File: config.mk
export PLATFORM = sky130hd
export DESIGN_NAME = ata_trace_rec
export DESIGN_NICKNAME = d
export VERILOG_FILES = /design/src/rtl/ata_trace_pkg.sv /design/src/rtl/ata_trace_ctrl.sv /design/src/rtl/ata_trace_dp.sv /design/src/rtl/ata_trace_rec.sv
export SDC_FILE = /design/constraint.sdc
export NUM_CORES = 2
export LEC_CHECK = 0
export BUFFER_PORTS_ARGS = -buffer_cell sky130_fd_sc_hd__buf_4
export CAP_MARGIN = 30
export CORE_ASPECT_RATIO = 0.8
export CORE_UTILIZATION = 40
export CTS_CLUSTER_SIZE = 20
export DETAILED_ROUTE_END_ITERATION = 10
export PLACE_DENSITY_LB_ADDON = 0.15
export SLEW_MARGIN = 10
export SYNTH_ARGS = -nofsm -noshare
export SYNTH_HDL_FRONTEND = slang
export SYNTH_MEMORY_MAX_BITS = 65536
export SYNTH_SLANG_ARGS = --single-unit
File: constraint.sdc
create_clock -name clk -period 8.54 [get_ports clk]
set_input_delay 1.708 -clock clk [delete_from_list [all_inputs] [get_ports clk]]
set_output_delay 1.708 -clock clk [all_outputs]
set_load 0.02 [all_outputs]
File: src/rtl/ata_trace_pkg.sv
package ata_trace_pkg;
  localparam int TYPE_W  = 4;
  localparam int ARG_W   = 8;
  localparam int ENTRY_W = TYPE_W + ARG_W;

  localparam logic [7:0] CMD_WR_SECT = 8'h30;
  localparam logic [7:0] CMD_RD_SECT = 8'h20;

  typedef enum logic [TYPE_W-1:0] {
    EV_NONE    = 4'd0,
    EV_HRST    = 4'd1,
    EV_SRST    = 4'd2,
    EV_CMD     = 4'd3,
    EV_PIO_H2D = 4'd4,
    EV_PIO_D2H = 4'd5,
    EV_INTRQ   = 4'd6,
    EV_IDLE    = 4'd7
  } evType_t;

  // strobes from control to datapath
  typedef struct packed {
    logic             logPush;
    evType_t          logType;
    logic [ARG_W-1:0] logArg;
    logic             ptrClr;
    logic             ptrInc;
    logic             bufWe;
  } ctrlStrobes_t;
endpackage

File: src/rtl/ata_trace_ctrl.sv
module ata_trace_ctrl
  import ata_trace_pkg::*;
(
  input  logic         clk,
  input  logic         rstN,
  input  logic         hrstN,
  input  logic         cs0N,
  input  logic         cs1N,
  input  logic [2:0]   da,
  input  logic         diowN,
  input  logic         diorN,
  input  logic [7:0]   ddLow,
  input  logic         ptrLast,
  output ctrlStrobes_t strb,
  output logic [7:0]   statusByte,
  output logic         rdSelData,
  output logic         ddOe,
  output logic         intrq
);
  typedef enum logic [2:0] {
    S_IDLE, S_PIO_W, S_WDATA, S_INT, S_PIO_R, S_RDATA, S_DONE
  } devState_t;

  devState_t state, nextState;
  logic prevW, prevR, prevH;
  logic nIen, srstBit, intPend;
  logic wrFall, rdRise, hrstFall;
  logic selCmd, selData, selCtl;
  logic ctlWr, srstSet, cmdAccept, statusRdDone, intSet;
  logic bsy, drq;

  assign wrFall   = prevW & ~diowN;
  assign rdRise   = ~prevR & diorN;
  assign hrstFall = prevH & ~hrstN;

  assign selCmd  = ~cs0N & cs1N & (da == 3'd7);
  assign selData = ~cs0N & cs1N & (da == 3'd0);
  assign selCtl  = cs0N & ~cs1N & (da == 3'd6);

  assign ctlWr        = selCtl & wrFall & hrstN;
  assign srstSet      = ctlWr & ddLow[2] & ~srstBit;
  assign statusRdDone = selCmd & rdRise;

  always_comb begin
    strb      = '0;
    nextState = state;
    cmdAccept = 1'b0;
    intSet    = 1'b0;
    if (!hrstN) begin
      nextState   = S_IDLE;
      strb.ptrClr = 1'b1;
      if (hrstFall) begin
        strb.logPush = 1'b1;
        strb.logType = EV_HRST;
      end
    end else if (srstSet) begin
      nextState    = S_IDLE;
      strb.ptrClr  = 1'b1;
      strb.logPush = 1'b1;
      strb.logType = EV_SRST;
    end else begin
      unique case (state)
        S_IDLE: if (selCmd && wrFall) begin
          cmdAccept    = 1'b1;
          strb.logPush = 1'b1;
          strb.logType = EV_CMD;
          strb.logArg  = ddLow;
          strb.ptrClr  = 1'b1;
          if (ddLow == CMD_WR_SECT)      nextState = S_PIO_W;
          else if (ddLow == CMD_RD_SECT) nextState = S_PIO_R;
          else                           nextState = S_DONE;
        end
        S_PIO_W: begin
          strb.logPush = 1'b1;
          strb.logType = EV_PIO_H2D;
          nextState    = S_WDATA;
        end
        S_WDATA: if (selData && wrFall) begin
          strb.bufWe  = 1'b1;
          strb.ptrInc = 1'b1;
          if (ptrLast) begin
            intSet    = ~nIen;
            nextState = nIen ? S_DONE : S_INT;
          end
        end
        S_INT: begin
          strb.logPush = 1'b1;
          strb.logType = EV_INTRQ;
          nextState    = S_DONE;
        end
        S_PIO_R: begin
          strb.logPush = 1'b1;
          strb.logType = EV_PIO_D2H;
          nextState    = S_RDATA;
        end
        S_RDATA: if (selData && rdRise) begin
          strb.ptrInc = 1'b1;
          if (ptrLast) nextState = S_DONE;
        end
        S_DONE: begin
          strb.logPush = 1'b1;
          strb.logType = EV_IDLE;
          nextState    = S_IDLE;
        end
        default: nextState = S_IDLE;
      endcase
    end
  end

  always_ff @(posedge clk or negedge rstN) begin
    if (!rstN) begin
      state   <= S_IDLE;
      prevW   <= 1'b1;
      prevR   <= 1'b1;
      prevH   <= 1'b1;
      nIen    <= 1'b0;
      srstBit <= 1'b0;
      intPend <= 1'b0;
    end else begin
      state <= nextState;
      prevW <= diowN;
      prevR <= diorN;
      prevH <= hrstN;
      if (!hrstN) begin
        nIen    <= 1'b0;
        srstBit <= 1'b0;
        intPend <= 1'b0;
      end else begin
        if (ctlWr) begin
          nIen    <= ddLow[1];
          srstBit <= ddLow[2];
        end
        if (srstSet || cmdAccept || statusRdDone) intPend <= 1'b0;
        else if (intSet)                          intPend <= 1'b1;
      end
    end
  end

  assign bsy        = (state == S_PIO_W) || (state == S_PIO_R) || (state == S_INT);
  assign drq        = (state == S_WDATA) || (state == S_RDATA);
  assign statusByte = {bsy, ~bsy, 2'b00, drq, 3'b000};
  assign rdSelData  = selData;
  assign ddOe       = ~diorN & (selData | selCmd);
  assign intrq      = intPend & ~nIen;


  arg_zero_chk: assert property (@(posedge clk) disable iff (!rstN)
    (strb.logPush && strb.logType != EV_CMD) |-> (strb.logArg == 8'h00));

  int_entry_chk: assert property (@(posedge clk) disable iff (!rstN)
    (state == S_INT) |-> intPend);

  idle_status_chk: assert property (@(posedge clk) disable iff (!rstN)
    (strb.logPush && strb.logType == EV_IDLE) |-> (statusByte[7] == 1'b0 && statusByte[3] == 1'b0));

  pio_after_cmd_chk: assert property (@(posedge clk) disable iff (!rstN)
    (state == S_PIO_W) |-> $past(strb.logPush && strb.logType == EV_CMD));
endmodule

File: src/rtl/ata_trace_dp.sv
module ata_trace_dp
  import ata_trace_pkg::*;
#(
  parameter int SECT_WORDS = 256,
  parameter int LOG_DEPTH  = 16
) (
  input  logic               clk,
  input  logic               rstN,
  input  ctrlStrobes_t       strb,
  input  logic [15:0]        ddIn,
  input  logic [7:0]         statusByte,
  input  logic               rdSelData,
  input  logic               logRdEn,
  output logic               ptrLast,
  output logic [15:0]        ddOut,
  output logic [ENTRY_W-1:0] logData,
  output logic               logValid,
  output logic               logOverflow
);
  localparam int PTR_W = $clog2(SECT_WORDS);
  localparam int LPTR_W = $clog2(LOG_DEPTH);
  localparam int CNT_W = $clog2(LOG_DEPTH + 1);

  logic [15:0]        secBuf [SECT_WORDS];
  logic [PTR_W-1:0]   wordPtr;
  logic [ENTRY_W-1:0] logMem [LOG_DEPTH];
  logic [LPTR_W-1:0]  wrPtr, rdPtr;
  logic [CNT_W-1:0]   logCnt;
  logic               pop, pushOk;

  assign ptrLast = (wordPtr == PTR_W'(SECT_WORDS - 1));

  always_ff @(posedge clk or negedge rstN) begin
    if (!rstN)            wordPtr <= '0;
    else if (strb.ptrClr) wordPtr <= '0;
    else if (strb.ptrInc) wordPtr <= wordPtr + 1'b1;
  end

  always_ff @(posedge clk) begin
    if (strb.bufWe) secBuf[wordPtr] <= ddIn;
  end

  assign ddOut = rdSelData ? secBuf[wordPtr] : {8'h00, statusByte};

  assign pop    = logRdEn && (logCnt != '0);
  assign pushOk = strb.logPush && ((logCnt != CNT_W'(LOG_DEPTH)) || pop);

  always_ff @(posedge clk) begin
    if (pushOk) logMem[wrPtr] <= {strb.logType, strb.logArg};
  end

  always_ff @(posedge clk or negedge rstN) begin
    if (!rstN) begin
      wrPtr       <= '0;
      rdPtr       <= '0;
      logCnt      <= '0;
      logOverflow <= 1'b0;
    end else begin
      if (pushOk) wrPtr <= wrPtr + 1'b1;
      if (pop)    rdPtr <= rdPtr + 1'b1;
      logCnt <= logCnt + CNT_W'(pushOk) - CNT_W'(pop);
      if (strb.logPush && !pushOk) logOverflow <= 1'b1;
    end
  end

  assign logData  = logMem[rdPtr];
  assign logValid = (logCnt != '0);


  fifo_bound_chk: assert property (@(posedge clk) disable iff (!rstN)
    logCnt <= CNT_W'(LOG_DEPTH));

  ovf_sticky_chk: assert property (@(posedge clk) disable iff (!rstN)
    logOverflow |=> logOverflow);

  drop_keep_chk: assert property (@(posedge clk) disable iff (!rstN)
    (strb.logPush && logCnt == CNT_W'(LOG_DEPTH) && !logRdEn) |=> (logOverflow && $stable(wrPtr)));

  ptr_step_chk: assert property (@(posedge clk) disable iff (!rstN)
    (strb.ptrInc && !strb.ptrClr) |=> (wordPtr == $past(wordPtr) + 1'b1));
endmodule

File: src/rtl/ata_trace_rec.sv
module ata_trace_rec
  import ata_trace_pkg::*;
#(
  parameter int SECT_WORDS = 256,
  parameter int LOG_DEPTH  = 16
) (
  input  logic        clk,
  input  logic        rstN,
  input  logic        hrstN,
  input  logic        cs0N,
  input  logic        cs1N,
  input  logic [2:0]  da,
  input  logic        diowN,
  input  logic        diorN,
  input  logic [15:0] ddIn,
  output logic [15:0] ddOut,
  output logic        ddOe,
  output logic        intrq,
  input  logic        logRdEn,
  output logic [11:0] logData,
  output logic        logValid,
  output logic        logOverflow
);
  ctrlStrobes_t strb;
  logic [7:0]   statusByte;
  logic         rdSelData, ptrLast;

  ata_trace_ctrl ctrl_i (
    .clk(clk), .rstN(rstN), .hrstN(hrstN), .cs0N(cs0N), .cs1N(cs1N), .da(da),
    .diowN(diowN), .diorN(diorN), .ddLow(ddIn[7:0]), .ptrLast(ptrLast),
    .strb(strb), .statusByte(statusByte), .rdSelData(rdSelData),
    .ddOe(ddOe), .intrq(intrq)
  );

  ata_trace_dp #(.SECT_WORDS(SECT_WORDS), .LOG_DEPTH(LOG_DEPTH)) dp_i (
    .clk(clk), .rstN(rstN), .strb(strb), .ddIn(ddIn), .statusByte(statusByte),
    .rdSelData(rdSelData), .logRdEn(logRdEn), .ptrLast(ptrLast), .ddOut(ddOut),
    .logData(logData), .logValid(logValid), .logOverflow(logOverflow)
  );
endmodule

======== After elaboration in Yosys (flattened, before gate mapping) ========
Memories as Yosys holds them, arrays and structs flattened.
Index checks and enable logic that the tools add are counted.
operators by class
  $add $sub $neg .......................... 5
  reduce and logical (&&, ||, !) cells .... 18
  bitwise logic cells ..................... 25
  equality and inequality tests ........... 19
  muxes and demuxes ....................... 50
operators by type and width
  operator                                                                 count
  8-bit two-way mux                                                        4
  3-bit two-way mux                                                        9
  5-bit one-hot mux with 5 select lines                                    1
  1-bit two-way mux                                                        24
  4-bit by 2-bit inequality test with 1-bit output, second input constant  5
  3-bit one-hot mux with 6 select lines                                    1
  8-bit by 6-bit == test with 1-bit output, second input constant          2
  16-bit two-way mux                                                       1
  1-bit AND                                                                15
  3-bit == test, second input constant                                     5
  5-bit two-way mux                                                        3
  14-bit two-way mux                                                       1
  9-bit two-way mux                                                        1
  1-bit inverter                                                           9
  4-bit by 1-bit adder with 4-bit output, second input constant            2
  8-bit by 1-bit adder with 8-bit output, second input constant            1
  8-bit == test, second input constant                                     1
  2-bit two-way mux                                                        4
  3-bit by 2-bit == test with 1-bit output, second input constant          2
  1-bit logical AND                                                        6
  3-bit zero test                                                          2
  1-bit logical OR                                                         6
  5-bit by 1-bit adder with 5-bit output                                   1
  5-bit inequality test, second input constant                             1
  10 further kinds                                                         10
storage, ports and cells
  bits in writable memories ............... 4288
  output and inout port bits .............. 32
  register bits after elaboration ......... 31
  input bits .............................. 27
  memories ................................ 2
  logic and storage cells ................. 131
memory list
  name         words  width  rd ports  clocked after Yosys merged registers in  wr ports  RTL line            text
  dp_i.secBuf  256    16     1         0                                        1         ata_trace_dp.sv:24  logic [15:0] secBuf [SECT_WORDS];
  dp_i.logMem  16     12     1         0                                        1         ata_trace_dp.sv:26  logic [ENTRY_W-1:0] logMem [LOG_DEPTH];

======== Logic depth before layout (Yosys ltp) ========
  depth in word-level cells ............... 13
  gate-level depth with buffers ........... 15
  mapped depth without buffers ............ 14

======== By module ========
A second synthesis with hierarchy kept.
unflattened totals
  cells, all modules ...................... 7611
  area total of the unflattened synthesis .. 167246.7 µm²
modules (own cells, without submodules)
  module          times used  cells each  area each (µm²)
  ata_trace_dp    1           7504        166377.1
  ata_trace_ctrl  1           107         869.6

======== Worst setup path before layout ========
No wires, ideal clock.
  kind .................................... input port to output port
  start ................................... input port cs0N
  end ..................................... output port ddOut[3]
  cell stages on the path ................. 6
  slack ................................... 3544 ps
  data arrival time ....................... 3288 ps
  cell sequence ........................... nand2b_1 > or4_1 > clkbuf_1 > or4_1 > nor3_1 > a31oi_1
between the ends
  word-level cells in the longest chain between the ends .. 4
RTL lines
  element                 RTL line              text
  start: declaration      ata_trace_rec.sv:10   input logic cs0N,
  1-bit inverter          ata_trace_ctrl.sv:37  assign selData = ~cs0N & cs1N & (da == 3'd0);
  1-bit AND (2 in a row)  ata_trace_ctrl.sv:37
  16-bit two-way mux      ata_trace_dp.sv:43    assign ddOut = rdSelData ? secBuf[wordPtr] : {8'h00, statusByte};
  end: declaration        ata_trace_rec.sv:16   output logic [15:0] ddOut,
Every way passes these cells.

======== Worst setup path in the final report ========
  start ................................... register dp_i.wordPtr[1]
  end ..................................... output port ddOut[4]
between the ends
  word-level cells in the longest chain between the ends .. 2
RTL lines
  element                   RTL line            text
  start: declaration        ata_trace_dp.sv:25  logic [PTR_W-1:0] wordPtr;
  start signal: assignment  ata_trace_dp.sv:36  else if (strb.ptrInc) wordPtr <= wordPtr + 1'b1;
  memory read 256 x 16 bit  -
  16-bit two-way mux        ata_trace_dp.sv:43
Every way passes these cells.

==> impl_metrics.ini <==
[global_route]
grt_pass1_vias = 80200
grt.total_usage_pct = 23.6
pin_count_of_the_biggest_net_entering_global_routing = 178
antenna_found_initial = 45
grt_remaining_overflow = 0
grt_first_pass_wirelength_um = 682000

[worst_setup_path]
cp.arrival_ns = 6.34
worstSetupEndpointType = output pin
category_of_the_worst_setup_path_launch_point = register
maximum_single_stage_delay_on_the_critical_path_ns = 0.80
ff2ff_path_depth = 7
biggest_fanout_along_the_worst_timing_path = 28
cp_max_stage_cell = sky130_fd_sc_hd__inv_4
path_cells = inv_4, buf_4, mux2i_1, o22ai_1, nor3_1, nand4_1, nor4_1, buf_2, buf_4, nor2_1, buf_4
critPathRequiredTime_ns = 6.83
worstPathBufferInverterCount = 5
timing.critical_path.mode_cell = sky130_fd_sc_hd__buf_4
worst_r2r_startpoint = dp_i.wordPtr[1]
rr_endpoint = dp_i.secBuf[145][3]
path_delay_family = buffers and inverters
worstSetupPathType = reg2out
worst-r2r-setup-slack_ns = 3.02

[sta]
slew_headroom_pct = 11.4
achievable-frequency_mhz = 124
finalHoldViolCount = 0
final_max_tran_viols = 0
finalSetupViolCount = 0
timing_worst_slew_pin_value_ns = 1.33
rsz0062_at_grt = no
setup-tns-final_ns = 0
clock_skew_ns = 0.0486
hold_ws_ns = 0.499
clock_period_minus_worst_slack_ns = 8.05
finalCritPeriodShare_pct = 94.3

[placed_design]
place_area_um2 = 176000
dp.final_hpwl_um = 301000
numPortBuffers = 57
gp_routability_congestion = 0.857

[floorplanning]
design.core.area_um2 = 410000
floorplan.die.width_um = 721
fp-row-count = 210
pin_count = 59
initial_util_pct = 40.3
floorplan.die_area_um2 = 416000
die_h_um = 577

[route]
via_count = 81900
post_drt_wl_per_cell_um = 36.4
routed_wl_um = 496000
viasPerCell = 6.01
detail_route.iter0.violations = 12100
first_pass_iters = 7
ant_nets = 0
drcViolationCount = 0

[cts]
postCtsSetupBuffers = 0
cts.clk_slew.worst_paths_ns = 0.07
count_of_h_tree_levels_built_during_cts = 5
postCtsResizedCells = 0
clock_sink_count = 4303
hold_fix_buffers_at_cts = 0
maximum_buffer_depth_of_the_clock_tree = 4
tritoncts.num_buffers = 420
root_buffer = sky130_fd_sc_hd__clkbuf_16
tritoncts = yes
clk-insertion-delay-late_ns = 1.00

[layout]
layout-area-overhead-vs-synth_pct = 14.5
post_route_cells_drive_above_1_share_pct = 31.6
final_design_area_no_fill_um2 = 189000
final_net_count = 7805

[synth]
synthDistinctLibCells = 76
post-synth-top-area-fraction_pct = 77.5
synthesis.instances = 7193
ys_warn_count = 0
mappedNetlistArea_um2 = 165000
synth_enable_flop_cells = 4272
synth_top_area_cell = sky130_fd_sc_hd__edfxtp_1
synthesis.nets = 7236
post_synth.cell_area_avg_um2 = 23.0
synth-async-reset-ratio_pct = 0.720
post_synth_main_area_contributors = sky130_fd_sc_hd__edfxtp_1 78%, sky130_fd_sc_hd__mux4_2 15%, sky130_fd_sc_hd__mux2i_1 0.90%, sky130_fd_sc_hd__nor2_1 0.71%, sky130_fd_sc_hd__a22o_1 0.48%
synthFlopType = sky130_fd_sc_hd__edfxtp_1
seq_area_frac_synth_pct = 78.0
register_bit_count_reported_by_yosys = 4303

[worst_hold_path]
hold_start = dp_i.logOverflow
holdPathStages = 1
hp-class = reg2reg
min_delay_worst_endpoint = dp_i.logOverflow

[run_status]
status = complete, no violations

[power]
leakagePower_nw = 56.6
ir_worst_vdd_uv = 186
cellPowerDensity_nw_per_um2 = 226

[job]
maxCapViolations = 0
cell type report:
type	instances	area, um2
fill	34100	221000
sequential	4303	129000
multi-input combinational	2445	34900
clock buffer	509	10900
tap	5512	6900
timing repair buffer	569	5380
clock inverter	254	2130
inverter	23	88.8
antenna	20	50.0
synth_stat cells (15+ instances only):
master / instances
sky130_fd_sc_hd__buf_4: 44
sky130_fd_sc_hd__o22ai_1: 58
sky130_fd_sc_hd__o21ai_0: 28
sky130_fd_sc_hd__buf_6: 55
sky130_fd_sc_hd__buf_1: 48
sky130_fd_sc_hd__ha_1: 15
sky130_fd_sc_hd__nand2_1: 127
sky130_fd_sc_hd__mux4_2: 1137
sky130_fd_sc_hd__edfxtp_1: 4272
sky130_fd_sc_hd__dfrtp_1: 28
sky130_fd_sc_hd__nand3_1: 58
sky130_fd_sc_hd__a22o_1: 90
sky130_fd_sc_hd__nor2_1: 315
sky130_fd_sc_hd__a32oi_1: 17
sky130_fd_sc_hd__and2_1: 21
sky130_fd_sc_hd__a21oi_1: 48
sky130_fd_sc_hd__nor3_1: 30
sky130_fd_sc_hd__a211oi_1: 16
sky130_fd_sc_hd__nor2b_1: 29
sky130_fd_sc_hd__inv_1: 21
sky130_fd_sc_hd__clkbuf_1: 177
sky130_fd_sc_hd__buf_2: 96
sky130_fd_sc_hd__a221oi_1: 78
sky130_fd_sc_hd__mux2i_1: 148
sky130_fd_sc_hd__a22oi_1: 56
report_power, final:
| group | total [W] | internal, W | switching (W) |
|---|---|---|---|
| combinational | 0.00139 | 0.000513 | 0.000881 |
| sequential | 0.0234 | 0.0233 | 0.0000792 |
| clock | 0.0180 | 0.0100 | 0.00802 |
worst max path at each step:
stage,startpoint,end,slack (ns),cells after the start
after floorplan,cs0N,ddOut[3],3.54,6
after global placement,dp_i.wordPtr[0],ddOut[4],0.98,11
after detailed placement,dp_i.wordPtr[1],ddOut[4],1.65,11
after CTS,dp_i.wordPtr[1],ddOut[4],0.53,11
after global routing,dp_i.wordPtr[1],ddOut[4],0.36,11
final,dp_i.wordPtr[1],ddOut[4],0.49,11
per-stage QoR:
stage,total power [W],utilization [%],worst slack (ns),instances
floorplan,0.0245,-,3.54,7193
global placement,0.0252,42.8,0.981,12800
detailed placement,0.0253,42.9,1.65,12800
CTS,0.0431,46.1,0.532,13600
global route,0.0440,46.1,0.364,13600
finish,0.0428,46.1,0.489,13600
cells by family after synthesis:
logic type      Yosys count  synth area share (%)
other cells               1               0.00227
flops                  4303                  78.0
compound gates          471                  2.16
simple gates            646                  1.74
xor+xnor                 18                0.0953
mux                    1293                  16.4
buf+inv                 445                  1.45
fa+ha+maj                16                 0.126
placed cells by master, fill, tap and decap left out, drive strengths merged, types with 7 or more instances in the layout:
cell type,Yosys,final
diode,0,20
a31oi,12,12
o32ai,13,13
clkbuf,177,511
mux4,1137,1137
a32oi,17,17
a211oi,16,16
a221oi,82,82
nand2,127,127
mux2,8,8
a22oi,56,56
o21ai,34,34
clkinvlp,0,8
nor2b,29,29
inv,22,38
and2,21,21
xor2,7,7
o22ai,58,58
dfrtp,28,28
a21oi,48,48
ha,15,15
nor3,30,30
nor2,315,315
nand3,58,58
xnor2,11,11
a22o,90,90
clkinv,1,200
nand2b,7,7
bufinv,0,31
nand4,11,11
a2111oi,10,10
nor4,13,13
edfxtp,4272,4272
buf,245,566
mux2i,148,148
layer usage:
| layer | global-route usage (%) | share of wire [%] | vias to the layer above |
|---|---|---|---|
| met2 | 34.1 | 44 | 3955 |
| met3 | 4.38 | 8.9 | 668 |
| li1 | - | - | 32000 |
| met1 | 36.8 | 44 | 45300 |
| met5 | 0 | 0.012 | - |
| met4 | 6.29 | 2.8 | 10 |
state kept, by name, summed over array words and instances, names as in the netlist:
name              count
ctrl_i.intPend        1
ctrl_i.nIen           1
ctrl_i.prevH          1
ctrl_i.prevR          1
ctrl_i.prevW          1
ctrl_i.srstBit        1
ctrl_i.state          3
dp_i.logCnt           5
dp_i.logMem         176
dp_i.logOverflow      1
dp_i.rdPtr            4
dp_i.secBuf        4096
dp_i.wordPtr          8
dp_i.wrPtr            4
No activity file was read; power rests on OpenSTA's default activity.
